--- config.mk ---
export PLATFORM = sky130hd
export DESIGN_NAME = scdda_phase_gen
export DESIGN_NICKNAME = d
export VERILOG_FILES = /design/src/rtl/scdda_pkg.sv /design/src/rtl/scdda_field_timer.sv /design/src/rtl/scdda_frac_stage.sv /design/src/rtl/scdda_phase_gen.sv
export SDC_FILE = /design/constraint.sdc
export NUM_CORES = 1
export LEC_CHECK = 0
export BUFFER_PORTS_ARGS = -buffer_cell sky130_fd_sc_hd__buf_4
export CORE_MARGIN = 2
export CORE_UTILIZATION = 55
export DETAILED_ROUTE_END_ITERATION = 6
export HOLD_SLACK_MARGIN = 0.02
export PLACE_DENSITY = 0.79
export SLEW_MARGIN = 20
export SYNTH_ARGS = -nofsm -noshare
export SYNTH_HDL_FRONTEND = slang
export SYNTH_SLANG_ARGS = --single-unit
--- constraint.sdc ---
create_clock -name clk -period 16.15 [get_ports clk]
set_input_delay 1.615 -clock clk [delete_from_list [all_inputs] [get_ports clk]]
set_output_delay 1.615 -clock clk [all_outputs]
set_load 0.005 [all_outputs]
--- src/rtl/scdda_pkg.sv ---
// Shared definitions for the subcarrier phase generator.
// Assumes: the period code is two bits wide and the longest clear period is 8 fields.
package scdda_pkg;
    localparam int PERIOD_CODE_W = 2;
    localparam int MAX_FIELDS    = 8;

    typedef enum logic [PERIOD_CODE_W-1:0] {
        CLR_EVERY2 = 2'd0,
        CLR_EVERY4 = 2'd1,
        CLR_EVERY8 = 2'd2,
        CLR_NEVER  = 2'd3
    } clr_period_e;
endpackage

--- src/rtl/scdda_field_timer.sv ---
// Counts field-start strobes and raises a clear on the strobe that completes
// the selected period. Assumes: strobes last one clock; the counter wraps
// freely when the period code is CLR_NEVER.
module scdda_field_timer
    import scdda_pkg::*;
#(
    parameter int CODE_W = PERIOD_CODE_W,
    parameter int FIELDS = MAX_FIELDS
) (
    input  logic              clk,
    input  logic              rst_n,
    input  logic              field_start_i,
    input  logic [CODE_W-1:0] period_i,
    output logic              clr_o
);
    localparam int CNT_W = $clog2(FIELDS);

    clr_period_e      mode;
    logic [CNT_W-1:0] cnt_q;
    logic [CNT_W-1:0] limit;

    assign mode = clr_period_e'(period_i);

    // Translate the period code into the last count before a clear.
    always_comb begin
        case (mode)
            CLR_EVERY2: limit = CNT_W'(1);
            CLR_EVERY4: limit = CNT_W'(3);
            CLR_EVERY8: limit = CNT_W'(7);
            default:    limit = '1;
        endcase
    end

    assign clr_o = field_start_i && (mode != CLR_NEVER) && (cnt_q >= limit);

    // Field counter: restart on clear, advance on every other strobe.
    always_ff @(posedge clk) begin
        if (!rst_n)             cnt_q <= '0;
        else if (clr_o)         cnt_q <= '0;
        else if (field_start_i) cnt_q <= cnt_q + CNT_W'(1);
    end

    assert_count_advance_R6: assert property (@(posedge clk) disable iff (!rst_n)
        (field_start_i && !clr_o) |=> cnt_q == $past(cnt_q) + CNT_W'(1));
    assert_count_cleared_R6: assert property (@(posedge clk) disable iff (!rst_n)
        clr_o |=> cnt_q == '0);
    assert_never_clear_R7: assert property (@(posedge clk) disable iff (!rst_n)
        (mode == CLR_NEVER) |-> !clr_o);
endmodule

--- src/rtl/scdda_frac_stage.sv ---
// One fractional accumulator with a programmable rollover size. It adds its
// step plus an incoming carry and, on reaching the size, subtracts it and
// emits one carry. Assumes: step < size; a size of zero makes the stage inert.
module scdda_frac_stage #(
    parameter int W = 15
) (
    input  logic         clk,
    input  logic         rst_n,
    input  logic         clr_i,
    input  logic         en_i,
    input  logic [W-1:0] inc_i,
    input  logic [W-1:0] size_i,
    input  logic         carry_i,
    output logic         carry_o
);
    logic         active;
    logic [W:0]   sum;
    logic [W-1:0] acc_q;
    logic [W-1:0] acc_d;

    // Next accumulator value and carry out for this clock.
    always_comb begin
        active  = en_i && (size_i != '0);
        sum     = {1'b0, acc_q} + {1'b0, inc_i} + (W+1)'(carry_i);
        acc_d   = acc_q;
        carry_o = 1'b0;
        if (active) begin
            if (sum >= {1'b0, size_i}) begin
                acc_d   = W'(sum - {1'b0, size_i});
                carry_o = 1'b1;
            end else begin
                acc_d   = sum[W-1:0];
            end
        end
    end

    // Accumulator register with field clear.
    always_ff @(posedge clk) begin
        if (!rst_n)     acc_q <= '0;
        else if (clr_i) acc_q <= '0;
        else            acc_q <= acc_d;
    end

    assert_acc_below_size_R3: assert property (@(posedge clk) disable iff (!rst_n)
        (active && inc_i < size_i && acc_q < size_i) |=> acc_q < $past(size_i));
    assert_idle_hold_R5: assert property (@(posedge clk) disable iff (!rst_n)
        (!active && !clr_i) |=> $stable(acc_q));
endmodule

--- src/rtl/scdda_phase_gen.sv ---
// Top of the subcarrier phase generator: a coarse phase accumulator fed by a
// chain of fractional stages (middle, then fine), cleared on a field period.
// Assumes: one phase update per clock; the sine lookup lies downstream.
module scdda_phase_gen
    import scdda_pkg::*;
#(
    parameter int PHASE_W = 12,
    parameter int INC1_W  = 12,
    parameter int FRAC_W  = 15
) (
    input  logic                     clk,
    input  logic                     rst_n,
    input  logic                     field_start_i,
    input  logic                     dda1_en_i,
    input  logic                     dda2_en_i,
    input  logic                     dda3_en_i,
    input  logic [INC1_W-1:0]        dda1_inc_i,
    input  logic [FRAC_W-1:0]        dda2_inc_i,
    input  logic [FRAC_W-1:0]        dda2_size_i,
    input  logic [FRAC_W-1:0]        dda3_inc_i,
    input  logic [FRAC_W-1:0]        dda3_size_i,
    input  logic [PERIOD_CODE_W-1:0] reset_period_i,
    output logic [PHASE_W-1:0]       phase_o
);
    localparam int NSTAGE = 2;   // index 0 = middle stage, 1 = fine stage

    logic              clr;
    logic [FRAC_W-1:0] st_inc  [NSTAGE];
    logic [FRAC_W-1:0] st_size [NSTAGE];
    logic              st_en   [NSTAGE];
    logic              st_cin  [NSTAGE];
    logic              st_cout [NSTAGE];
    logic [PHASE_W-1:0] phase_q;
    logic [PHASE_W-1:0] phase_d;

    assign st_inc[0]  = dda2_inc_i;
    assign st_inc[1]  = dda3_inc_i;
    assign st_size[0] = dda2_size_i;
    assign st_size[1] = dda3_size_i;
    assign st_en[0]   = dda2_en_i;
    assign st_en[1]   = dda3_en_i;

    scdda_field_timer u_timer (
        .clk          (clk),
        .rst_n        (rst_n),
        .field_start_i(field_start_i),
        .period_i     (reset_period_i),
        .clr_o        (clr)
    );

    for (genvar g = 0; g < NSTAGE; g++) begin : g_stage
        if (g == NSTAGE - 1) begin : g_last
            assign st_cin[g] = 1'b0;
        end else begin : g_mid
            assign st_cin[g] = st_cout[g+1];
        end
        scdda_frac_stage #(.W(FRAC_W)) u_stage (
            .clk    (clk),
            .rst_n  (rst_n),
            .clr_i  (clr),
            .en_i   (st_en[g]),
            .inc_i  (st_inc[g]),
            .size_i (st_size[g]),
            .carry_i(st_cin[g]),
            .carry_o(st_cout[g])
        );
    end

    // Next phase: coarse step plus the middle-stage carry, or zero on clear.
    always_comb begin
        if (clr) phase_d = '0;
        else     phase_d = phase_q
                         + (dda1_en_i ? PHASE_W'(dda1_inc_i) : PHASE_W'(0))
                         + PHASE_W'(st_cout[0]);
    end

    // Phase register.
    always_ff @(posedge clk) begin
        if (!rst_n) phase_q <= '0;
        else        phase_q <= phase_d;
    end

    assign phase_o = phase_q;

    assert_clear_zero_R8: assert property (@(posedge clk) disable iff (!rst_n)
        clr |=> phase_o == '0);
    assert_carry_step_R3: assert property (@(posedge clk) disable iff (!rst_n)
        (!clr && !dda1_en_i && st_cout[0]) |=> phase_o == $past(phase_o) + PHASE_W'(1));
endmodule

# Word level (Yosys, flattened, before mapping)
# Index checks and enable logic that the tools add are counted.
# word_totals
wordCells,34
register_bits,45
in_bits,80
# op_classes
muxes,8
n_addsub,8
n_reduce_logical,8
n_eq_ne,2
magnitude_cmp,3
bitwise_logic,1
# ops
operator,n
adder 15 x 15 -> 16 bit,2
>= comparator 16 x 15 -> 1 bit,2
2-to-1 mux 15 bit,2
nonzero test 15 bit,2
subtractor 15 bit,2
adder 16 x 1 -> 16 bit,1
adder 12 x 1 -> 12 bit,1
adder 12 bit,1
2-to-1 mux 12 bit,1
one-hot mux 3 bit (2 select lines),1
logical AND 1 bit,4
2-to-1 mux 1 bit,4
adder 3 x 1 -> 3 bit (second input constant),1
>= comparator 3 bit,1
equality test 2 x 1 -> 1 bit (second input constant),1
zero test 2 bit,1
inequality test 2 bit (second input constant),1
OR reduction 2 bit,1
NOT 1 bit,1

# Longest topological paths before layout
# depth
word_depth,9
ltp_mapped,42
depth_no_buf,40

# By module
# A second synthesis with hierarchy kept.
# hier_totals
cells_unflattened,728
area_unflattened_um2,5788.1
# modules_own_cells
mod,instances,area_per_inst_um2,seq_area_each_um2,cells_each
scdda_frac_stage at g_stage[1].u_stage,1,2481.1,300.3,322
scdda_frac_stage at g_stage[0].u_stage,1,2173.3,300.3,275
scdda_phase_gen,1,947.2,240.2,111
scdda_field_timer,1,186.4,60.1,20

# Least setup slack after synthesis
# No wires, ideal clock.
# synth_path
path_kind,input port to flip-flop
from,input port dda3_inc_i[8]
to,"register phase_q[10], in the netlist phase_o[10]"
path_slack_ns,6.033
cell_stages,40
arrival_time_ns,9.989
setup_time_ns,0.128
required_ns,16.022
cell_sequence,ha_1 > a21o_1 > a21o_1 > a22o_1 > or3b_2 > a21oi_1 > xnor2_1 > ha_1 > a21o_1 > a211oi_1 > nand2_1 > a211oi_1 > clkinv_1 > nand2_1 > fa_1 > fa_1 > nor2b_1 > o31a_1 > (+4 left out) > ha_1 > o21a_1 > o21ai_0 > nor2_1 > a211oi_2 > o21ai_4 > buf_8 > and2_2 > fa_1 > fa_1 > a21o_1 > a21oi_1 > o21ai_0 > a2111oi_0 > nor3_1 > a31oi_1 > xor2_1 > nor2_1
# synth_between
elab_chain_len,9
# synth_lines
item,line,rtl
start: declaration,scdda_phase_gen.sv:20,"input logic [FRAC_W-1:0] dda3_inc_i,"
adder 15 x 15 -> 16 bit,scdda_frac_stage.sv:24,"sum = {1'b0, acc_q} + {1'b0, inc_i} + (W+1)'(carry_i);"
>= comparator 16 x 15 -> 1 bit,scdda_frac_stage.sv:28,"if (sum >= {1'b0, size_i}) begin"
2-to-1 mux 1 bit,scdda_frac_stage.sv:28,
2-to-1 mux 1 bit,scdda_frac_stage.sv:27,if (active) begin
adder 16 x 1 -> 16 bit,scdda_frac_stage.sv:24,
>= comparator 16 x 15 -> 1 bit,scdda_frac_stage.sv:28,
2-to-1 mux 1 bit,scdda_frac_stage.sv:28,
2-to-1 mux 1 bit,scdda_frac_stage.sv:27,
adder 12 x 1 -> 12 bit,scdda_phase_gen.sv:74,+ PHASE_W'(st_cout[0]);
end signal: assignment,scdda_phase_gen.sv:80,else phase_q <= phase_d;
end: declaration,scdda_phase_gen.sv:33,logic [PHASE_W-1:0] phase_q;
# No other way between the ends.
# A chain may end at the register's enable or synchronous reset.

# Worst setup path in the final report
# layout_path
from,input port dda3_inc_i[0]
to,"register phase_q[10], in the netlist phase_o[10]"
# The elaborated chain is that of the path after synthesis.

==> impl_metrics.env <==
export IMPL_period_needed_ns=10.59
export IMPL_first_global_vias=4936
export IMPL_synth_area_leaders="dfxtp_1, ha_1, a21oi_1"
export IMPL_dpl_cell_area_um2=5970
export IMPL_antenna_cells=0
export IMPL_dr_total_vias=5229
export IMPL_coreArea_um2=9200
export IMPL_clock_latency_ns=0.30
export IMPL_wire_per_inst_um=15.8
export IMPL_cp_startpoint="dda3_inc_i[0]"
export IMPL_crit_fanout=18
export IMPL_grt_util_all_layers=0.264
export IMPL_hold_buffers=0
export IMPL_grt_max_degree=32
export IMPL_drtIter0Drc=290
export IMPL_cts_buffer_depth=2
export IMPL_cap_violations=0
export IMPL_synthCells=664
export IMPL_fmaxAchievable_mhz=94.5
export IMPL_synth_area_um2=5180
export IMPL_row_count=35
export IMPL_synth_distinct_cells=70
export IMPL_hp_class="reg2reg"
export IMPL_hold_viol=0
export IMPL_via_per_inst=6.07
export IMPL_dieWidth_um=101
export IMPL_dp_cells=855
export IMPL_htreeDepth=2
export IMPL_period_share=0.655
export IMPL_grt_pass1_wl_um=22200
export IMPL_fin_tns_setup_ns=0
export IMPL_port_buffers=91
export IMPL_critPathMaxStageDelay_ns=0.43
export IMPL_antenna_found_initial=0
export IMPL_synth_top_area_cell="dfxtp_1"
export IMPL_cts_tree="yes"
export IMPL_max_slew_margin=0.577
export IMPL_die_h_um=101
export IMPL_startpoint_type="input port"
export IMPL_wirelength_um=13600
export IMPL_slew_violations=0
export IMPL_rsz0062_at_grt="no"
export IMPL_r2r_start="g_stage[1].u_stage.acc_q[1]"
export IMPL_utilization=0.660
export IMPL_reg2regPathDepth=39
export IMPL_vdd_drop_max_mv=0.106
export IMPL_ys_warn_count=0
export IMPL_critPathKind="in2reg"
export IMPL_fillerInstances=800
export IMPL_multi_input_area_um2=4010
export IMPL_hold_path_startpoint="g_stage[0].u_stage.acc_q[14]"
export IMPL_final_area_um2=6070
export IMPL_synth_area_per_cell_um2=7.80
export IMPL_fp_dieArea_um2=10200
export IMPL_final_setup_viol_count=0
export IMPL_arrival_ns=10.78
export IMPL_tightest_slew_ns=0.631
export IMPL_drive_above_1_share=0.170
export IMPL_start_util=0.563
export IMPL_place_gp_congestion=0.989
export IMPL_power_density_nw_per_um2=235
export IMPL_detail_route_antenna_nets=0
export IMPL_area_delta_synth_final_pct=17.3
export IMPL_synth_nets=823
export IMPL_holdPathEnd="g_stage[0].u_stage.acc_q[14]"
export IMPL_synthArstFlopShare=0
export IMPL_ys_seq_area_frac=0.174
export IMPL_clk_pin_slew_ns=0.09
export IMPL_nets=910
export IMPL_cts_sinks=45
export IMPL_grt_overflow_total=0
export IMPL_crit_path_end_kind="flip-flop"
export IMPL_synth_ff_type="dfxtp_1"
export IMPL_reg2reg_slack_ns=6.65
export IMPL_power_leakage_nw=2.90
export IMPL_worst_path_max_delay_cell="fa_1"
export IMPL_worstReg2RegEnd="phase_o[10]"
export IMPL_postCtsSetupBuffers=0
export IMPL_clock_skew_ns=0.00684
export IMPL_yosys_area_top_type_share=0.174
export IMPL_ff_latch_area_um2=901
export IMPL_drc_errors=0
export IMPL_dr_pass1_iters=5
export IMPL_clockRootBuffer="clkbuf_8"
export IMPL_finalNonFillerCells=862
export IMPL_dp_hpwl_um=10900
export IMPL_pin_count=92
export IMPL_hold_depth=2
export IMPL_required_ns=16.34
export IMPL_synth_commonest_cells="a21oi_1, ha_1, o21ai_0"
export IMPL_status="complete, no violations"
export IMPL_numCtsBuffers=5
export IMPL_synth_seq_cells=45
export IMPL_post_cts_resized=0
export IMPL_crit_top_cell="fa_1"
export IMPL_synth_edf_count=0
## critical path, delay by kind of cell
kind            cells  cell delay (ns)
simple gates        9             1.33
xor+xnor            3             0.56
buf+inv             2             0.41
compound gates     18             4.31
fa+ha+maj           8             2.54
## cell families after synthesis
group,Yosys count,synth area share
AO/OA/AOI/OAI,210,0.255
XOR/XNOR,55,0.0931
adder cells (fa/ha/maj),79,0.201
buffers and inverters,69,0.0537
flip-flops,45,0.174
multiplexers,15,0.0292
AND/OR/NAND/NOR,191,0.194
## per-stage QoR
stage	hold slack (ns)	worst slack, ns	power, mW
3_3_place_gp	0.463	5.55	1.28
5_1_grt	0.519	4.79	1.55
3_5_place_dp	0.466	5.29	1.31
4_1_cts	0.478	5.62	1.40
2_1_floorplan	0.446	6.03	1.07
6_report	0.491	5.56	1.43
## registers in the layout (all words and copies together) (netlist names)
name and flops:
u_timer.cnt_q 3, g_stage.u_stage.acc_q 30, phase_o 12
## placed cells by master, fill, tap and decap left out, types with 9 or more instances in the layout
cell type / count
nand2_1: 32
a21o_1: 12
buf_4: 95
xnor2_1: 40
and2_1: 19
nand3_1: 14
xor2_1: 15
nor2_1: 48
nor3_1: 17
mux2i_1: 14
nand4_1: 9
a21oi_1: 72
dfxtp_1: 45
inv_1: 53
nand2b_1: 9
ha_1: 72
o21ai_0: 54
## where the power goes
| part | internal [mW] | total (mW) | switching, mW |
|---|---|---|---|
| Sequential | 0.154 | 0.179 | 0.0251 |
| Clock | 0.0451 | 0.0868 | 0.0417 |
| Combinational | 0.501 | 1.16 | 0.659 |
| Total | 0.699 | 1.43 | 0.726 |
## layer usage
layer  global-route usage  vias up  part of all wire
li1                     -     2591                 -
met1                0.345     2435              0.45
met2                0.461      183              0.47
met3               0.0374       20             0.059
met4               0.0613        0             0.014
met5                    0        -                 0
## final cells by class
type | count | share of cell area
Sequential cell | 45 | 0.148
Clock inverter | 2 | 0.00577
Timing Repair Buffer | 95 | 0.117
Tap cell | 111 | 0.0229
Inverter | 54 | 0.0334
Multi-Input combinational cell | 550 | 0.661
Clock buffer | 5 | 0.0113
## how the worst max path moves through the flow
stage / to / cells after the start
floorplan: phase_o[10] / 40
global placement: phase_o[10] / 39
detailed placement: phase_o[10] / 39
CTS: phase_o[10] / 39
global route: phase_o[10] / 40
finish: phase_o[10] / 40
Power figures use the tool's default switching activity.
